<file path="src/rtl/uart_rx_os.sv">
module uart_rx_os #(
  parameter int DIV_W = 8
) (
  input  logic             clk,
  input  logic             rst_n,
  input  logic             rx_en,
  input  logic             rxd,
  input  logic [DIV_W-1:0] divisor,
  input  logic             parity_en,
  input  logic             parity_odd,
  input  logic             rd_strobe,
  input  logic             irq_ack,
  output logic [7:0]       rx_data,
  output logic             rx_done,
  output logic             irq,
  output logic             rts,
  output logic             err_frame,
  output logic             err_parity,
  output logic             err_overrun
);

  typedef enum logic [2:0] {S_IDLE, S_START, S_DATA, S_PAR, S_STOP} st_t;

  st_t             state;
  logic [1:0]      sync;
  logic            prev;
  logic [DIV_W-1:0] pre;
  logic [3:0]      tcnt;
  logic [2:0]      bitcnt;
  logic [7:0]      sh;
  logic            pbad;
  logic            hold;

  wire rxd_s = sync[1];
  wire tick  = (pre == divisor);
  wire samp  = tick && (tcnt == 4'd7) && (state != S_IDLE);
  wire fall  = prev && !rxd_s;
  wire xfer  = rx_en && samp && (state == S_STOP);
  wire accept = rx_en && samp && (state == S_START) && !rxd_s;

  assign rts = !rx_en || hold;

  always_ff @(posedge clk or negedge rst_n) begin
    if (!rst_n) begin
      sync <= 2'b11;
      prev <= 1'b1;
    end else begin
      sync <= {sync[0], rxd};
      prev <= rxd_s;
    end
  end

  always_ff @(posedge clk or negedge rst_n) begin
    if (!rst_n) begin
      pre  <= '0;
      tcnt <= '0;
    end else if (state == S_IDLE) begin
      pre  <= '0;
      tcnt <= '0;
    end else if (tick) begin
      pre  <= '0;
      tcnt <= tcnt + 4'd1;
    end else begin
      pre <= pre + 1'b1;
    end
  end

  always_ff @(posedge clk or negedge rst_n) begin
    if (!rst_n) begin
      state  <= S_IDLE;
      bitcnt <= '0;
      sh     <= '0;
      pbad   <= 1'b0;
    end else if (!rx_en) begin
      state <= S_IDLE;
    end else begin
      case (state)
        S_IDLE: if (fall) state <= S_START;
        S_START: if (samp) begin
          state  <= rxd_s ? S_IDLE : S_DATA;
          bitcnt <= '0;
          pbad   <= 1'b0;
        end
        S_DATA: if (samp) begin
          sh     <= {rxd_s, sh[7:1]};
          bitcnt <= bitcnt + 3'd1;
          if (bitcnt == 3'd7) state <= parity_en ? S_PAR : S_STOP;
        end
        S_PAR: if (samp) begin
          pbad  <= (^sh) ^ rxd_s ^ parity_odd;
          state <= S_STOP;
        end
        S_STOP: if (samp) state <= S_IDLE;
        default: state <= S_IDLE;
      endcase
    end
  end

  always_ff @(posedge clk or negedge rst_n) begin
    if (!rst_n) begin
      rx_data     <= '0;
      rx_done     <= 1'b0;
      irq         <= 1'b0;
      err_frame   <= 1'b0;
      err_parity  <= 1'b0;
      err_overrun <= 1'b0;
      hold        <= 1'b0;
    end else begin
      if (xfer) begin
        rx_data    <= sh;
        err_frame  <= !rxd_s;
        err_parity <= pbad;
      end
      if (xfer)           rx_done <= 1'b1;
      else if (rd_strobe) rx_done <= 1'b0;
      if (xfer && rx_done) err_overrun <= 1'b1;
      else if (rd_strobe)  err_overrun <= 1'b0;
      if (xfer)         irq <= 1'b1;
      else if (irq_ack) irq <= 1'b0;
      if (accept)         hold <= 1'b1;
      else if (rd_strobe) hold <= 1'b0;
    end
  end

  assert_idle_when_off_R1: assert property (@(posedge clk) disable iff (!rst_n)
    !rx_en |=> state == S_IDLE);
  assert_reject_high_start_R2: assert property (@(posedge clk) disable iff (!rst_n)
    (rx_en && samp && state == S_START && rxd_s) |=> (state == S_IDLE && $stable(hold)));
  assert_irq_with_word_R5: assert property (@(posedge clk) disable iff (!rst_n)
    $rose(rx_done) |-> irq);
  assert_overrun_on_overwrite_R8: assert property (@(posedge clk) disable iff (!rst_n)
    (xfer && rx_done) |=> err_overrun);
  assert_read_clears_R9: assert property (@(posedge clk) disable iff (!rst_n)
    (rd_strobe && !xfer) |=> (!rx_done && !err_overrun));
  assert_rts_while_full_R10: assert property (@(posedge clk) disable iff (!rst_n)
    (rx_en && state == S_DATA) |-> rts);

endmodule

</file>
<file path="config.mk">
export PLATFORM = sky130hd
export DESIGN_NAME = uart_rx_os
export DESIGN_NICKNAME = d
export VERILOG_FILES = /design/src/rtl/uart_rx_os.sv
export SDC_FILE = /design/constraint.sdc
export NUM_CORES = 1
export LEC_CHECK = 0
export ABC_AREA = 1
export BUFFER_PORTS_ARGS = -buffer_cell sky130_fd_sc_hd__buf_4
export CORE_MARGIN = 8
export CORE_UTILIZATION = 55
export DETAILED_ROUTE_END_ITERATION = 10
export PLACE_DENSITY = 0.79
export SYNTH_ARGS = -nofsm -noshare
export SYNTH_HDL_FRONTEND = slang
export SYNTH_SLANG_ARGS = --single-unit
</file>
<file path="constraint.sdc">
create_clock -name clk -period 2.6 [get_ports clk]
set_input_delay 0.13 -clock clk [delete_from_list [all_inputs] [get_ports clk]]
set_output_delay 0.13 -clock clk [all_outputs]
set_load 0.005 [all_outputs]
</file>
==> results.yml <==
logic_synthesis:
  synthCells: 256
  yosys_register_bits: 44
  synth_area_leader_cell: "dfrtp_1"
  synth_area_leaders: "dfrtp_1, nand2_1, o21ai_2"
  ys_types: 32
  avgSynthCellArea_sq_um: 8.82
  syn-cell-area_sq_um: 2260
  yosysTopAreaCellShare: 0.454
  synth_edf_count: 0
  synth.net_count: 276
  postSynth.asyncResetShare: 1.00
  synth_ff_type: "dfrtp_1"
  yosysSeqAreaShare: 0.489
  yosys_warnings: 0
sta:
  worst_pin_slew_ns: 0.546
  rsz0062_at_grt: "false"
  tns_ns: 0
  slew_viol_final: 0
  fin_ws_ns: 0.726
  final-setup-viol-count: 0
  finalHoldViolations: 0
  fin_crit_sh: 0.721
  finalCriticalPeriod_ns: 1.87
  fin_skew_ns: 0.0133
  timing.fmax_mhz: 534
  max-slew-margin-rel: 0.636
  fin_hold_ws_ns: 0.0252
clocking:
  htreeDepth: 2
  cts_tree: "done"
  cts_root_buf: "clkbuf_8"
  numCtsBuffers: 5
  clock_path_buffers: 2
  clkSlewWorstSetupHoldPaths_ns: 0.07
  cts_sinks: 44
  worst_skew_pair.late_latency_ns: 0.30
  post_cts_buffers: 0
cells_and_area:
  fin_util: 0.656
  multi_input_area_sq_um: 961
  diodes: 0
  area_growth_pct: 15.4
  fin_nets: 309
  drive_gt1_frac: 0.231
  seqCellArea_sq_um: 1100
  final_cell_mix: "nand2_1, dfrtp_1, inv_1, buf_4, o21ai_2"
  n_fill_cell: 329
  stdcell_area_sq_um: 2610
  fin_cells: 340
  final_common_cell: "nand2_1"
routing:
  firstDrtPassIters: 4
  num_vias: 1688
  drc: 0
  drt-initial-drc-count: 57
  ant_nets: 0
  via_per_inst: 4.96
  wirelength_um: 4240
  routedWlPerCell_um: 12.5
critical_path:
  path_cells: "xnor2_1 -> nand2_1 -> nor2_4 -> nand3_4 -> nor2_8 -> nand2_2 -> nand2_1 -> o21ai_2"
  setup.worst_path.end_class: "flop"
  crit_fanout: 21
  slowest_stage: "dfrtp_1"
  worstSetupPathType: "flop to flop"
  cp_data_arrival_time_ns: 2.04
  critical-path-max-stage-delay_ns: 0.43
  crit_path_frequent_cell: "nand2_1"
  start_kind: "flop"
  startpoint: "pre[2]$_DFF_PN0_"
  rr_startpoint: "pre[2]$_DFF_PN0_"
  cp.required_ns: 2.77
die:
  die_area_sq_um: 6410
  core_sq_um: 3970
  start_util: 0.569
  pin_count: 30
  rows: 23
  fp.dieH_um: 80.1
  die_width_um: 80.1
placement:
  dp_hpwl_um: 3160
  dpl.cell_count: 330
  post-place-ws_ns: 0.724
  gp_congestion: 0.836
  port_buffers: 29
  place_area_sq_um: 2500
power:
  power_leakage_nw: 1.28
  powerDensity_nw_per_um2: 556
  ir_worst_vdd_v: 0.000341
  total_power_mw: 1.45
global_route:
  grt.overflow.total: 0
  grt_first_pass_wirelength_um: 7580
  antenna_found_initial: 0
  grt_max_degree: 45
  grt_pass1_vias: 1770
  grt_usage: 0.148
job:
  cap_viol_max_count: 0
worst_hold_path:
  min_from: "irq_ack"
  hold_path.class: "input pin to flop"
status:
  outcome: "finished clean"
[cell type report]
cell class	count	share of cell area
flip-flops and latches	44	0.424
multi-input cells	167	0.369
repair buffers	31	0.0912
inverters	40	0.0576
clock buffers	8	0.0346
well taps	50	0.0240
[sequential cells by signal, indices dropped and copies added (netlist names)]
signal,count
bitcnt,3
rx_done,1
irq,1
sync,2
pbad,1
sh,8
prev,1
state,3
rx_data,8
hold,1
err_overrun,1
err_frame,1
tcnt,4
err_parity,1
pre,8
[Yosys cell counts (2+ instances only)]
master and number:
nor3_1 6, xor2_1 5, nand3_1 11, nand2_1 70, nor2_4 2, dfstp_2 3
inv_2 3, buf_6 3, nand4_1 6, nor2_1 13, xnor2_1 9, inv_1 37
a21oi_1 4, ha_1 4, o21ai_0 8, dfrtp_1 41, o21ai_2 16
[critical path, delay by kind of cell (launching register included)]
kind / cells / cell delay [ns]
simple gates: 6 / 1.06
flops: 1 / 0.43
compound gates: 1 / 0.06
xor+xnor: 1 / 0.20
[repair_timing]
item	in CTS	in global routing
hold buffers	2	0
gates resized for setup	0	0
endpoints found under the hold margin	42	0
[final timing paths]
check	endpoint	slack, ns	depth (start not counted)
worst max-delay path	rx_data[3]$_DFFE_PN0P_	0.73	8
worst min register to register	sync[1]$_DFF_PN1_	0.36	0
min in group asynchronous	pre[7]$_DFF_PN0_	0.36	2
worst max register to register	rx_data[3]$_DFFE_PN0P_	0.73	8
worst min-delay path	irq$_DFFE_PN0P_	0.03	2
max in group asynchronous	sync[1]$_DFF_PN1_	1.86	2
[report_power, final]
group / internal [mW] / switching [mW]
registers: 0.718 / 0.0327
clock network: 0.217 / 0.213
logic: 0.0866 / 0.182
total: 1.02 / 0.428
[logic make-up after synthesis]
group,synth area share
AO/OA/AOI/OAI,0.110
flip-flops,0.489
adder cells (fa/ha/maj),0.0222
buffers and inverters,0.0853
XOR/XNOR,0.0543
AND/OR/NAND/NOR,0.239
[layer usage]
layer  vias up  global-route usage  wire [um]
met5         -                   0          0
met1       784               0.169       1910
met2        27               0.250       2080
li1        871                   -          -
met4         0              0.0636         68
met3         6              0.0458        192
(Power assumes the default switching activity.)
